<file path="config.mk">
export PLATFORM = sky130hd
export DESIGN_NAME = dma_req_router
export DESIGN_NICKNAME = d
export VERILOG_FILES = /design/src/rtl/router_pkg.sv /design/src/rtl/router_regs.sv /design/src/rtl/req_mux.sv /design/src/rtl/ack_decode.sv /design/src/rtl/dma_req_router.sv
export SDC_FILE = /design/constraint.sdc
export NUM_CORES = 1
export LEC_CHECK = 0
export BUFFER_PORTS_ARGS = -buffer_cell sky130_fd_sc_hd__buf_4
export CAP_MARGIN = 0
export CORE_ASPECT_RATIO = 1.75
export CORE_MARGIN = 1.5
export CORE_UTILIZATION = 45
export DETAILED_ROUTE_END_ITERATION = 8
export RECOVER_POWER = 25
export SLEW_MARGIN = 20
export SYNTH_ARGS = -nofsm -noshare
export SYNTH_HDL_FRONTEND = slang
export SYNTH_HIERARCHICAL = 1
export SYNTH_SLANG_ARGS = --single-unit
</file>
<file path="constraint.sdc">
create_clock -name clk -period 2.13 [get_ports clk]
set_input_delay 0.426 -clock clk [delete_from_list [all_inputs] [get_ports clk]]
set_output_delay 0.426 -clock clk [all_outputs]
set_load 0.01 [all_outputs]
</file>
<file path="src/rtl/router_pkg.sv">
package router_pkg;
  localparam int DATA_W = 32;
  localparam int ADDR_W = 3;
  localparam logic [ADDR_W-1:0] ADDR_EN         = 3'd0;
  localparam logic [ADDR_W-1:0] ADDR_CAP_SRC    = 3'd1;
  localparam logic [ADDR_W-1:0] ADDR_PB_SRC     = 3'd2;
  localparam logic [ADDR_W-1:0] ADDR_CAP_ACK_LO = 3'd3;
  localparam logic [ADDR_W-1:0] ADDR_CAP_ACK_HI = 3'd4;
  localparam logic [ADDR_W-1:0] ADDR_PB_ACK_LO  = 3'd5;
  localparam logic [ADDR_W-1:0] ADDR_PB_ACK_HI  = 3'd6;
endpackage

</file>
<file path="src/rtl/router_regs.sv">
module router_regs
  import router_pkg::*;
#(
  parameter int NCH   = 10,
  parameter int NLINE = 5,
  parameter int SELW  = 4
) (
  input  logic                    clk,
  input  logic                    rst,
  input  logic                    wr_en,
  input  logic [ADDR_W-1:0]       wr_addr,
  input  logic [DATA_W-1:0]       wr_data,
  output logic [NCH-1:0]          cap_en,
  output logic [NCH-1:0]          pb_en,
  output logic [NLINE*SELW-1:0]   cap_src,
  output logic [NLINE*SELW-1:0]   pb_src,
  output logic [NCH*SELW-1:0]     cap_ack,
  output logic [NCH*SELW-1:0]     pb_ack
);
  localparam int PB_EN_OFS = DATA_W / 2;
  localparam int NIB       = DATA_W / SELW;

  always_ff @(posedge clk) begin
    if (rst) begin
      cap_en  <= '0;
      pb_en   <= '0;
      cap_src <= '1;
      pb_src  <= '1;
    end else if (wr_en) begin
      if (wr_addr == ADDR_EN) begin
        cap_en <= wr_data[NCH-1:0];
        pb_en  <= wr_data[PB_EN_OFS +: NCH];
      end
      if (wr_addr == ADDR_CAP_SRC) cap_src <= wr_data[NLINE*SELW-1:0];
      if (wr_addr == ADDR_PB_SRC)  pb_src  <= wr_data[NLINE*SELW-1:0];
    end
  end

  // Per-channel acknowledge fields; channels past one word spill to the next.
  for (genvar c = 0; c < NCH; c++) begin : g_ack
    localparam int POS = c % NIB;
    localparam logic [ADDR_W-1:0] CAP_A = (c < NIB) ? ADDR_CAP_ACK_LO : ADDR_CAP_ACK_HI;
    localparam logic [ADDR_W-1:0] PB_A  = (c < NIB) ? ADDR_PB_ACK_LO  : ADDR_PB_ACK_HI;
    always_ff @(posedge clk) begin
      if (rst) begin
        cap_ack[c*SELW +: SELW] <= '1;
        pb_ack[c*SELW +: SELW]  <= '1;
      end else if (wr_en) begin
        if (wr_addr == CAP_A) cap_ack[c*SELW +: SELW] <= wr_data[POS*SELW +: SELW];
        if (wr_addr == PB_A)  pb_ack[c*SELW +: SELW]  <= wr_data[POS*SELW +: SELW];
      end
    end
  end

  // source fields only move on a write to their own address
  a_r11_src_hold: assert property (@(posedge clk) disable iff (rst)
    !($past(wr_en) && $past(wr_addr) == ADDR_CAP_SRC) |-> $stable(cap_src));
  a_r11_en_hold: assert property (@(posedge clk) disable iff (rst)
    !($past(wr_en) && $past(wr_addr) == ADDR_EN) |-> $stable(cap_en) && $stable(pb_en));
endmodule

</file>
<file path="src/rtl/req_mux.sv">
module req_mux #(
  parameter int NCH   = 10,
  parameter int NLINE = 5,
  parameter int SELW  = 4
) (
  input  logic                  clk,
  input  logic                  rst,
  input  logic [NCH-1:0]        cap_en,
  input  logic [NCH-1:0]        pb_en,
  input  logic [NLINE*SELW-1:0] cap_src,
  input  logic [NLINE*SELW-1:0] pb_src,
  input  logic [NCH-1:0]        cap_af,
  input  logic [NCH-1:0]        pb_ae,
  output logic [NLINE-1:0]      dma_req
);
  localparam int SPAN = 1 << SELW;

  // Zero-extended so that out-of-range selects read a 0.
  logic [SPAN-1:0] cap_ok, pb_ok;
  assign cap_ok = SPAN'(cap_en & cap_af);
  assign pb_ok  = SPAN'(pb_en & pb_ae);

  for (genvar k = 0; k < NLINE; k++) begin : g_line
    logic [SELW-1:0] cs, ps;
    assign cs = cap_src[k*SELW +: SELW];
    assign ps = pb_src[k*SELW +: SELW];
    always_ff @(posedge clk) begin
      if (rst) dma_req[k] <= 1'b0;
      else     dma_req[k] <= cap_ok[cs] | pb_ok[ps];
    end

    // with both fields out of range the line stays low
    a_r6_invalid_quiet: assert property (@(posedge clk) disable iff (rst)
      ($past(cs) >= NCH && $past(ps) >= NCH) |-> !dma_req[k]);
    // a request implies some channel was enabled
    a_r5_req_needs_en: assert property (@(posedge clk) disable iff (rst)
      dma_req[k] |-> $past(|{cap_en, pb_en}));
  end
endmodule

</file>
<file path="src/rtl/ack_decode.sv">
module ack_decode #(
  parameter int NCH   = 10,
  parameter int NLINE = 5,
  parameter int SELW  = 4
) (
  input  logic                clk,
  input  logic                rst,
  input  logic [NCH-1:0]      en,
  input  logic [NCH*SELW-1:0] ack_sel,
  input  logic [NLINE-1:0]    dma_ack,
  output logic [NCH-1:0]      strobe
);
  localparam int SPAN = 1 << SELW;

  logic [SPAN-1:0] ack_ext;
  assign ack_ext = SPAN'(dma_ack);

  for (genvar c = 0; c < NCH; c++) begin : g_ch
    logic [SELW-1:0] sel;
    assign sel = ack_sel[c*SELW +: SELW];
    always_ff @(posedge clk) begin
      if (rst) strobe[c] <= 1'b0;
      else     strobe[c] <= en[c] & ack_ext[sel];
    end

    // no strobe for a channel that was disabled
    a_r10_strobe_needs_en: assert property (@(posedge clk) disable iff (rst)
      strobe[c] |-> $past(en[c]));
    // a strobe follows an acknowledge one cycle earlier
    a_r8_strobe_needs_ack: assert property (@(posedge clk) disable iff (rst)
      strobe[c] |-> $past(|dma_ack));
  end
endmodule

</file>
<file path="src/rtl/dma_req_router.sv">
module dma_req_router
  import router_pkg::*;
#(
  parameter int NCH   = 10,
  parameter int NLINE = 5,
  parameter int SELW  = 4
) (
  input  logic              clk,
  input  logic              rst,
  input  logic              wr_en,
  input  logic [ADDR_W-1:0] wr_addr,
  input  logic [DATA_W-1:0] wr_data,
  input  logic [NCH-1:0]    cap_af,
  input  logic [NCH-1:0]    pb_ae,
  input  logic [NLINE-1:0]  dma_ack,
  output logic [NLINE-1:0]  dma_req,
  output logic [NCH-1:0]    cap_pop,
  output logic [NCH-1:0]    pb_push
);
  logic [NCH-1:0]        cap_en, pb_en;
  logic [NLINE*SELW-1:0] cap_src, pb_src;
  logic [NCH*SELW-1:0]   cap_ack, pb_ack;

  router_regs #(.NCH(NCH), .NLINE(NLINE), .SELW(SELW)) u_regs (
    .clk(clk), .rst(rst), .wr_en(wr_en), .wr_addr(wr_addr), .wr_data(wr_data),
    .cap_en(cap_en), .pb_en(pb_en), .cap_src(cap_src), .pb_src(pb_src),
    .cap_ack(cap_ack), .pb_ack(pb_ack));

  req_mux #(.NCH(NCH), .NLINE(NLINE), .SELW(SELW)) u_req (
    .clk(clk), .rst(rst), .cap_en(cap_en), .pb_en(pb_en),
    .cap_src(cap_src), .pb_src(pb_src), .cap_af(cap_af), .pb_ae(pb_ae),
    .dma_req(dma_req));

  ack_decode #(.NCH(NCH), .NLINE(NLINE), .SELW(SELW)) u_cap_ack (
    .clk(clk), .rst(rst), .en(cap_en), .ack_sel(cap_ack),
    .dma_ack(dma_ack), .strobe(cap_pop));

  ack_decode #(.NCH(NCH), .NLINE(NLINE), .SELW(SELW)) u_pb_ack (
    .clk(clk), .rst(rst), .en(pb_en), .ack_sel(pb_ack),
    .dma_ack(dma_ack), .strobe(pb_push));

  // strobes are single-cycle for a single-cycle acknowledge
  a_r8_single_pulse: assert property (@(posedge clk) disable iff (rst)
    ($past(dma_ack) == '0) |-> (cap_pop == '0 && pb_push == '0));
endmodule

</file>
# == Word level (Yosys, flattened, before mapping) ==
# Index checks and enable logic that the tools add are counted.
# word_totals
out_inout_bits,25
word_cells,180
reg_bits,165
inputBits,63
# classes
reduce_logical,8
muxes,60
n_eq_ne,6
bitwise_logic,27
order_cmp,30
# op_table
operator,n
"less-than comparator 4 x 5 -> 1 bit, second input constant",30
binary-select mux 1 bit (select 4 bit),30
2-to-1 mux 1 bit,30
AND 1 bit,20
AND 10 bit,2
AND reduction 2 bit,7
"== test 3 bit, second input constant",3
"== test 3 x 2 -> 1 bit, second input constant",2
OR 1 bit,5
"== test 3 x 1 -> 1 bit, second input constant",1
logical NOT 3 bit,1

# == Logic depth before layout (Yosys ltp) ==
# Gate-level depths: netlist of the first run.
# logic_depth
ltp_word,4
ltp_mapped,5
mapped_depth_nobuf,4

# == Hierarchy ==
# The synthesis of the first run kept the hierarchy.
# by_module_without_submodules
module,cells_per_inst,instances,seq_area_each_um2,area_each_um2
router_regs,515,1,2802.7,5390.2
ack_decode,104,2,200.2,825.8
req_mux,134,1,100.1,1167.4

# == Worst setup path before layout of the first run ==
# OpenSTA, ideal clock, no wires.
# synth_path
path_type,input-to-reg
startpoint,in cap_af[7]
endpoint,reg u_req.dma_req[1]
arrival_ns,1.291
n_path_buf,0
setup_ns,0.133
required_time_ns,1.997
path_stages,4
path_slack_ns,0.707
cell_sequence,and2_1 > mux4_2 > o221ai_1 > o211ai_1
# synth_via
elab_chain_cells,4
# synth_lines
element,line_no,text
from (decl),dma_req_router.sv:13,"input logic [NCH-1:0] cap_af,"
AND 10 bit,req_mux.sv:20,assign cap_ok = SPAN'(cap_en & cap_af);
binary-select mux 1 bit (select 4 bit),req_mux.sv:29,else dma_req[k] <= cap_ok[cs] | pb_ok[ps];
2-to-1 mux 1 bit (not written as such),req_mux.sv:29,
OR 1 bit,req_mux.sv:29,
"to (signal, indexed assignment)",req_mux.sv:29,
to (decl),req_mux.sv:14,output logic [NLINE-1:0] dma_req
# Every way passes these cells. The select of a mux whose other input is x is not followed.
# A chain may end at the register's enable or synchronous reset.

# == Final worst setup path of the first run ==
# layout_path
startpoint,reg u_regs.cap_en[7]
endpoint,reg u_req.dma_req[1]
# layout_via
elab_chain_cells,4
# layout_lines
element,line_no,text
from (decl),router_regs.sv:13,"output logic [NCH-1:0] cap_en,"
from (signal assigned),router_regs.sv:31,cap_en <= wr_data[NCH-1:0];
AND 10 bit,req_mux.sv:20,
binary-select mux 1 bit (select 4 bit),req_mux.sv:29,
2-to-1 mux 1 bit (not written as such),req_mux.sv:29,
OR 1 bit,req_mux.sv:29,
# Every way passes these cells. The select of a mux whose other input is x is not followed.

==> impl_metrics.py, run 1 <==
metrics = {
    "clocking": {
        "clk_path_buf_depth": 2,
        "ctsHoldBuffers": 0,
        "clkTransAtPathRegs_ns": 0.07,
        "cts_tree": "yes",
        "cts-root-buf": "clkbuf_16",
        "cts_buffers": 17,
        "clock_sinks": 165,
        "cts-htree-levels": 4,
        "clock_latency_ns": 0.43,
        "cts_resized": 0,
        "post_cts_buffers": 0,
    },
    "global_route": {
        "top_usage_layer": "met2",
        "grt_util_met1_pct": 27.5,
        "first_global_vias": 6351,
        "grt_first_pass_wirelength_mm": 35.5,
        "gr-usage-met3_pct": 3.63,
        "met2_usage_pct": 46.8,
        "grt_use_total_pct": 24.8,
        "grt_max_degree": 86,
        "antenna_found_initial": 0,
        "global_route.overflow_total": 0,
    },
    "route": {
        "ant_nets": 0,
        "first_pass_iters": 5,
        "post_drt_via_cell_ratio": 5.39,
        "wire_per_inst_um": 19.5,
        "drt-initial-drc-count": 317,
        "drt_wl_total_mm": 23.1,
        "drc_errors": 0,
        "vias": 6385,
    },
    "final_layout": {
        "syn_to_final_growth_pct": 17.0,
        "fillers": 1665,
        "diodes": 0,
        "fin_nets": 1000,
        "finalInstanceArea_um2": 9600,
        "drive_gt1_share_pct": 18.8,
    },
    "synth": {
        "ys.flop_type": "dfxtp_1",
        "yosys.area_share.xor_xnor_pct": 0,
        "synth.most_common_cell": "nor2_1",
        "postSynthCellCount": 857,
        "yosys.area.top_type": "dfxtp_1",
        "ys_top_cells_by_area": "dfxtp_1, mux2i_1, nor2_1, mux4_2, nand2b_1",
        "yosysTopAreaCellShare_pct": 40.2,
        "synthTopCellsByCount": "nor2_1, dfxtp_1, mux2i_1",
        "syn_area_um2": 8210,
        "synth_top_family_by_area": "multiplexers",
        "syn_area_per_cell_um2": 9.58,
        "synth_compound_area_share_pct": 5.73,
        "yosys_warnings": 6,
        "async_flop_share_pct": 0,
        "synth_fa_ha_area_share_pct": 0,
        "ys_seq_elements": 165,
        "synth_edf_count": 0,
        "yosysSeqAreaShare_pct": 40.2,
        "synth.distinct_cells": 37,
        "synthMuxAreaShare_pct": 27.2,
        "synthSimpleGateAreaFrac_pct": 21.9,
        "mappedNetlistNets": 920,
    },
    "hold_path": {
        "hp-class": "in -> reg",
    },
    "timing": {
        "relSlewSlack_pct": 35.7,
        "post-route-period-util_pct": 73.6,
        "fmaxAchievable_mhz": 638,
        "setup-tns-final_ns": 0,
        "finalHoldViolCount": 0,
        "maxSlewViolCount": 0,
        "tightest_slew_ns": 0.965,
        "rsz0062_at_grt": "false",
        "fin_crit_ns": 1.57,
        "skew_ns": 0.00785,
        "setup_viol": 0,
    },
    "placed_design": {
        "post_dp_cell_area_um2": 9040,
        "dp_hpwl_mm": 16.6,
        "gp_congestion": 0.920,
        "io_buffers": 87,
    },
    "pwr": {
        "power.internal_w": 0.00502,
        "switchingPower_w": 0.00170,
        "sequentialPowerShare_pct": 47.8,
        "power_density_nw_per_um2": 700,
        "p_clk_share_pct": 44.2,
        "ir_drop_uv": 406,
        "switching_share_pct": 25.3,
        "comb_power_share_pct": 8.0,
        "p_leak_nw": 4.46,
    },
    "worst_setup_path": {
        "arrival_ns": 1.87,
        "path_max_fanout": 5,
        "worst_setup_path_end_kind": "register",
        "critPathRequiredTime_ns": 2.43,
        "criticalPathCategory": "reg -> reg",
        "worstSetupStartpointType": "register",
    },
    "floorplan": {
        "row_count": 65,
        "die_x_um": 105,
        "start_util_pct": 45.7,
        "ios": 88,
        "floorplan.die_area_um2": 19100,
        "fp.dieH_um": 182,
        "core_region_area_um2": 18000,
    },
    "flow_run": {
        "maxCapViolCount": 0,
    },
    "outcome": {
        "status": "completed",
    },
}
-- layout by cell type, fill, tap and decap left out, drive strengths merged, types with 6 or more instances in the layout --
cell and instances:
and2 16, a21oi 22, buf 105, nand3b 8, nand2 22, clkbuf 19, nand2b 42, mux2i 162
or3 18, nor3b 7, inv 35, dfxtp 165, a2111oi 6, nand3 16, nor4bb 18, a31oi 18
nor2 184, mux2 18, mux4 18, o21ai 7
-- metal layers --
metal	share of wire [%]	wire length [um]
met5	0	0
met4	2.3	532
met3	2.8	650
met2	54	12500
met1	41	9420
-- power groups by stage --
stage | registers, W | clock network [W] | logic [W]
floorplan | 0.00326 | 0 | 0.000322
global placement | 0.00328 | 0 | 0.000535
detailed placement | 0.00328 | 0 | 0.000536
CTS | 0.00321 | 0.00304 | 0.000539
global route | 0.00322 | 0.00317 | 0.000577
finish | 0.00321 | 0.00297 | 0.000534
-- cells by family (layout without fill, tap and decap cells) --
kind of cell,after synthesis,count (layout)
mux,198,198
simple gates,347,347
flops,165,165
compound gates,72,72
buf+inv,75,168
-- layout make-up --
type / instances / area [um^2] / area share, %
repair buffers: 107 / 837 / 8.72
clock inverters: 15 / 143 / 1.49
flip-flops and latches: 165 / 3300 / 34.4
well taps: 234 / 293 / 3.05
clock buffers: 17 / 425 / 4.43
inverters: 29 / 109 / 1.13
multi-input cells: 617 / 4490 / 46.8
-- flip-flops by register name (all words and copies together), names as in the netlist --
signal / count
u_cap_ack/strobe: 10
u_regs/cap_en: 10
u_regs/cap_ack: 40
u_regs/cap_src: 20
u_regs/pb_src: 20
u_pb_ack/strobe: 10
u_req/dma_req: 5
u_regs/pb_en: 10
u_regs/pb_ack: 40
-- critical path, stage by stage, from the launching register on --
cell,delay [ns]
dfxtp_1,0.38
and2_1,0.23
mux4_2,0.48
o221ai_1,0.24
o211ai_1,0.12
-- worst paths after layout --
kind / slack, ns / from / depth (start not counted) / endpoint
max: 0.56 / u_regs/cap_en[7] / 4 / u_req/dma_req[1]
min: 0.26 / wr_data[26] / 3 / u_regs/pb_ack[26]
max reg2reg: 0.56 / u_regs/cap_en[7] / 4 / u_req/dma_req[1]
min reg2reg: 0.46 / u_regs/pb_en[7] / 2 / u_pb_ack/strobe[7]
-- through the flow --
step / worst slack (ns) / instances / power (W) / util (%) / hold WS, ns
finish: 0.563 / 1184 / 0.00672 / 53.4 / 0.261
CTS: 0.579 / 1184 / 0.00679 / 53.5 / 0.243
global placement: 0.438 / 1152 / 0.00382 / 50.3 / 0.450
detailed placement: 0.431 / 1152 / 0.00382 / 50.3 / 0.446
global route: 0.451 / 1184 / 0.00697 / 53.4 / 0.267
floorplan: 0.707 / 857 / 0.00358 / - / 0.421
(Power assumes the default switching activity.)
==> run 2: changes to the inputs <==
--- a/config.mk
+++ b/config.mk
@@ -5,6 +5,7 @@
 export SDC_FILE = /design/constraint.sdc
 export NUM_CORES = 1
 export LEC_CHECK = 0
+export ABC_AREA = 1
 export BUFFER_PORTS_ARGS = -buffer_cell sky130_fd_sc_hd__buf_4
 export CAP_MARGIN = 0
 export CORE_ASPECT_RATIO = 1.75
==> constraint.sdc (replaced) <==
create_clock -name clk -period 1.5 [get_ports clk]
set_input_delay 0.3 -clock clk [delete_from_list [all_inputs] [get_ports clk]]
set_output_delay 0.3 -clock clk [all_outputs]
set_load 0.01 [all_outputs]
==> impl_metrics.py, run 2 <==
metrics = {
    "synth": {
        "async_flop_share_pct": 0,
        "ys_seq_elements": 165,
        "mappedNetlistNets": 1335,
        "synth_edf_count": 0,
        "synthTopCellsByCount": "nand2_1, nand3_1, dfxtp_1",
        "ys_top_cells_by_area": "dfxtp_1, nand2_1, nand3_1, inv_1, nor2_1",
        "postSynthCellCount": 1272,
        "yosys_warnings": 6,
        "ys.flop_type": "dfxtp_1",
        "synth.distinct_cells": 19,
        "yosysSeqAreaShare_pct": 40.7,
        "syn_area_um2": 8120,
        "yosys.area.top_type": "dfxtp_1",
        "synth.most_common_cell": "nand2_1",
        "syn_area_per_cell_um2": 6.38,
        "yosysTopAreaCellShare_pct": 40.7,
    },
    "clocking": {
        "clkTransAtPathRegs_ns": 0.06,
        "post_cts_buffers": 0,
        "clock_latency_ns": 0.43,
        "cts-htree-levels": 4,
        "cts_buffers": 17,
        "cts_tree": "yes",
        "ctsHoldBuffers": 0,
        "cts-root-buf": "clkbuf_16",
        "clk_path_buf_depth": 2,
        "cts_resized": 0,
        "clock_sinks": 165,
    },
    "timing": {
        "skew_ns": 0.00961,
        "finalHoldViolCount": 0,
        "fin_crit_ns": 1.36,
        "maxSlewViolCount": 0,
        "setup-tns-final_ns": 0,
        "setup_viol": 0,
        "tightest_slew_ns": 0.883,
        "fmaxAchievable_mhz": 735,
        "post-route-period-util_pct": 90.7,
        "rsz0062_at_grt": "false",
        "relSlewSlack_pct": 41.2,
    },
    "floorplan": {
        "floorplan.die_area_um2": 18900,
        "core_region_area_um2": 17500,
        "ios": 88,
        "fp.dieH_um": 181,
        "row_count": 64,
        "start_util_pct": 46.3,
        "die_x_um": 105,
    },
    "worst_setup_path": {
        "critPathCapture": "u_req/dma_req[3]",
        "arrival_ns": 1.74,
        "startpoint": "u_regs/pb_en[2]",
        "r2r_cells": 8,
        "r2r_start": "u_regs/pb_en[2]",
        "r2r_slack_ns": 0.14,
        "criticalPathCategory": "reg -> reg",
        "worst_setup_path_end_kind": "register",
        "reg2reg_to": "u_req/dma_req[3]",
        "critPathRequiredTime_ns": 1.88,
        "worstSetupStartpointType": "register",
        "path_max_fanout": 5,
    },
    "global_route": {
        "antenna_found_initial": 0,
        "grt_max_degree": 55,
        "grt_first_pass_wirelength_mm": 44.9,
        "global_route.overflow_total": 0,
        "first_global_vias": 8256,
        "grt_use_total_pct": 31.2,
    },
    "flow_run": {
        "maxCapViolCount": 0,
    },
    "route": {
        "wire_per_inst_um": 18.1,
        "ant_nets": 0,
        "drt-initial-drc-count": 713,
        "post_drt_via_cell_ratio": 5.37,
        "drt_wl_total_mm": 28.9,
        "drc_errors": 0,
        "vias": 8593,
        "first_pass_iters": 5,
    },
    "final_layout": {
        "top_regs": "u_regs/cap_ack: 40 flops, u_regs/pb_ack: 40 flops",
        "drive_gt1_share_pct": 13.9,
        "diodes": 0,
        "final_cell_mix": "nand2_1, nand3_1, dfxtp_1",
        "syn_to_final_growth_pct": 19.3,
        "mostFrequentLayoutCell": "nand2_1",
        "fillers": 1825,
        "fin_nets": 1421,
        "final_core_util_pct": 55.2,
    },
    "pwr": {
        "ir_drop_uv": 910,
        "power_density_nw_per_um2": 1010,
        "p_leak_nw": 5.34,
    },
    "hold_path": {
        "hp-class": "in -> reg",
    },
    "placed_design": {
        "dp_hpwl_mm": 20.3,
        "gp_congestion": 0.923,
        "io_buffers": 87,
    },
    "outcome": {
        "status": "completed",
    },
}
==> run 2: per-stage QoR <==
step / total power, W / setup WS [ns] / area [um^2] / hold WS [ns] / std cells
floorplan: 0.00533 / 0.377 / 8120 / 0.426 / 1272
detailed placement: 0.00587 / 0.119 / 9230 / 0.443 / 1570
global placement: 0.00586 / 0.118 / 9230 / 0.438 / 1570
CTS: 0.00987 / 0.156 / 9750 / 0.0810 / 1600
global route: 0.0102 / 0.0773 / 9680 / 0.0872 / 1600
finish: 0.00981 / 0.139 / 9680 / 0.0905 / 1600
==> run 2: power breakdown <==
part / internal (W) / switching (W) / total [W] / leakage [nW]
combinational: 0.000396 / 0.000729 / 0.00113 / 3.74
clock: 0.00229 / 0.00174 / 0.00403 / 0.257
sequential: 0.00452 / 0.000131 / 0.00465 / 1.34
==> run 2: how the worst min path moves through the flow <==
stage | start | to | slack, ns | depth (start not counted)
4_1_cts | wr_data[30] | u_regs/pb_ack[30] | 0.08 | 3
3_5_place_dp | u_regs/pb_ack[15] | u_regs/pb_ack[15] | 0.44 | 2
6_report | wr_data[27] | u_regs/pb_ack[27] | 0.09 | 3
5_1_grt | wr_data[30] | u_regs/cap_ack[30] | 0.09 | 3
3_3_place_gp | u_regs/pb_ack[35] | u_regs/pb_ack[35] | 0.44 | 2
2_1_floorplan | wr_data[11] | u_regs/cap_ack[11] | 0.43 | 2
==> run 2: cell type report <==
class,count,area [um^2],share of cell area [%]
clock buffers,24,462,4.77
repair buffers,120,977,10.1
clock inverters,6,55.1,0.569
multi-input cells,923,4100,42.4
well taps,231,289,2.99
inverters,131,492,5.08
flip-flops and latches,165,3300,34.1
==> run 2: layer usage <==
layer / part of all wire (%) / up-vias / track usage, %
li1: - / 4243 / -
met1: 37 / 3903 / 34.1
met2: 51 / 351 / 55.6
met3: 6.1 / 96 / 5.21
met4: 6.0 / 0 / 18.7
met5: 0 / - / 0
==> run 2: worst max-delay path, cell delays in order (launching register included) <==
cell and delay (ns):
dfxtp_1 0.43, nand2_1 0.23, nand2_1 0.12, nand3_1 0.10
nand3_1 0.11, nand3b_1 0.14, nand3_1 0.10, nand2_1 0.05
inv_1 0.05
==> run 2: cell families (layout without fill, tap and decap cells) <==
family                 count (synthesis)  after routing  synth area share, %
flip-flops                           165            165                 40.7
AO/OA/AOI/OAI                         48             48                 3.88
buffers and inverters                184            281                 8.97
AND/OR/NAND/NOR                      875            875                 46.5
==> run 3: changes to the inputs <==
--- a/config.mk
+++ b/config.mk
@@ -13,6 +13,7 @@
 export CORE_UTILIZATION = 45
 export DETAILED_ROUTE_END_ITERATION = 8
 export RECOVER_POWER = 25
+export SETUP_SLACK_MARGIN = 0.5
 export SLEW_MARGIN = 20
 export SYNTH_ARGS = -nofsm -noshare
 export SYNTH_HDL_FRONTEND = slang
==> impl_metrics.py, run 3 (synthesis gave the netlist of run 2 again) <==
metrics = {
    "worst_setup_path": {
        "worstSetupStartpointType": "input pin",
        "criticalPathCategory": "in -> reg",
        "path_buf_inv": 3,
        "path_max_fanout": 36,
        "critPathRequiredTime_ns": 1.80,
        "critical_path_depth": 4,
        "cp_slowest_cell": "inv_1",
        "r2r_cells": 8,
        "cp_cell_sequence": "buf_4 > inv_1 > buf_12 > nand3_1",
        "arrival_ns": 1.56,
        "slowest_delay_ns": 0.66,
        "worst_setup_path_end_kind": "register",
        "critPathTopFamily": "buffers and inverters",
    },
    "final_layout": {
        "fin_nets": 1431,
        "top_regs": "u_regs/cap_ack: 40 flops, u_regs/pb_ack: 40 flops",
        "fillers": 1690,
        "syn_to_final_growth_pct": 29.2,
        "diodes": 0,
        "drive_gt1_share_pct": 25.3,
        "final_cell_mix": "nand2_1, nand3_1, inv_1",
        "mostFrequentLayoutCell": "nand2_1",
    },
    "timing": {
        "relSlewSlack_pct": 39.9,
        "maxSlewViolCount": 0,
        "skew_ns": 0.0101,
        "finalHoldViolCount": 0,
        "setup_viol": 0,
        "fmaxAchievable_mhz": 796,
        "tightest_slew_ns": 0.900,
        "worst_slack_ns": 0.244,
        "fin_crit_ns": 1.26,
        "rsz0062_at_grt": "true",
        "post-route-period-util_pct": 83.7,
        "setup-tns-final_ns": 0,
    },
    "clocking": {
        "cts-root-buf": "clkbuf_16",
        "cts_buffers": 17,
        "clock_sinks": 165,
        "clock_latency_ns": 0.43,
        "clkTransAtPathRegs_ns": 0.06,
        "cts-htree-levels": 4,
        "clk_path_buf_depth": 2,
        "cts_tree": "yes",
    },
    "placed_design": {
        "io_buffers": 87,
        "dp_hpwl_mm": 20.7,
        "gp_congestion": 0.957,
        "place_ws_ns": 0.0791,
    },
    "floorplan": {
        "ios": 88,
        "row_count": 64,
        "core_region_area_um2": 17500,
        "fp.dieH_um": 181,
        "die_x_um": 105,
        "start_util_pct": 46.3,
        "floorplan.die_area_um2": 18900,
    },
    "flow_run": {
        "maxCapViolCount": 0,
    },
    "route": {
        "drc_errors": 0,
        "drt_wl_total_mm": 29.8,
        "wire_per_inst_um": 18.5,
        "post_drt_via_cell_ratio": 5.51,
        "drt-initial-drc-count": 715,
        "ant_nets": 0,
        "vias": 8882,
        "first_pass_iters": 7,
    },
    "pwr": {
        "p_leak_nw": 5.62,
        "power_density_nw_per_um2": 972,
        "ir_drop_uv": 1060,
        "p_total_w": 0.0102,
    },
    "global_route": {
        "grt_first_pass_wirelength_mm": 45.4,
        "first_global_vias": 8121,
        "grt_max_degree": 52,
        "antenna_found_initial": 0,
        "grt_use_total_pct": 31.6,
        "global_route.overflow_total": 0,
    },
    "outcome": {
        "status": "completed",
    },
    "hold_path": {
        "holdPathStages": 3,
        "hp-class": "in -> reg",
    },
}
==> run 3: cell count changes in the layout (fill, tap and decap cells not counted), moves of 6 or more <==
cell | before | now
inv_4 | 0 | 8
nor2_1 | 54 | 48
buf_4 | 108 | 94
nand2_1 | 479 | 444
nand2_2 | 3 | 21
dfxtp_1 | 165 | 93
dfxtp_2 | 0 | 47
nand3_2 | 0 | 22
dfxtp_4 | 0 | 25
nand2_4 | 0 | 15
inv_2 | 20 | 14
buf_6 | 0 | 26
nor2_2 | 2 | 8
nand3_1 | 296 | 274
==> run 3: metal layers <==
metal / wire [um] / global-route usage [%] / vias to the layer above
met2: 15000 / 55.5 / 417
met5: 0 / 0 / -
li1: - / - / 4272
met4: 1540 / 17.2 / 0
met1: 11200 / 36.0 / 4083
met3: 1990 / 5.53 / 110
==> run 3: worst min-delay path, cell delays in order <==
cell	delay [ns]
buf_4	0.09
nand2_1	0.04
nand3_1	0.06
==> run 3: cell type report <==
| class | instances | area (um^2) | area share [%] |
|---|---|---|---|
| inverter | 131 | 517 | 4.93 |
| timing repair buffer | 130 | 1200 | 11.4 |
| clock inverter | 8 | 100 | 0.954 |
| tap | 231 | 289 | 2.75 |
| multi-input combinational | 923 | 4460 | 42.5 |
| sequential | 165 | 3460 | 32.9 |
| clock buffer | 24 | 472 | 4.50 |
==> run 3: power breakdown <==
part	total, W	internal, W	switching (W)
Sequential	0.00464	0.00450	0.000146
Clock	0.00433	0.00254	0.00179
Combinational	0.00122	0.000441	0.000783
==> run 3: per-stage QoR <==
stage / utilization (%) / instances / hold slack, ns / cell area, um^2
2_1_floorplan: - / 1272 / 0.426 / 8160
3_3_place_gp: 52.3 / 1562 / 0.439 / 9170
3_5_place_dp: 52.3 / 1562 / 0.443 / 9170
4_1_cts: 58.4 / 1605 / 0.0799 / 10200
5_1_grt: 59.8 / 1612 / 0.0961 / 10500
6_report: 59.8 / 1612 / 0.0934 / 10500
==> run 3: timing repair <==
item / CTS / global route
pin swaps: 39 / 37
gates resized for setup: 151 / 73
setup endpoints to repair: 31 / 39
setup buffers: 11 / 7
hold buffers: 0 / 0
==> run 3: worst paths after layout <==
check / start / endpoint / slack (ns)
max: rst / u_regs/pb_ack[2] / 0.24
min reg2reg: u_regs/pb_ack[3] / u_regs/pb_ack[3] / 0.46
max reg2reg: u_regs/pb_en[0] / u_req/dma_req[2] / 0.37
min: wr_data[27] / u_regs/pb_ack[27] / 0.09
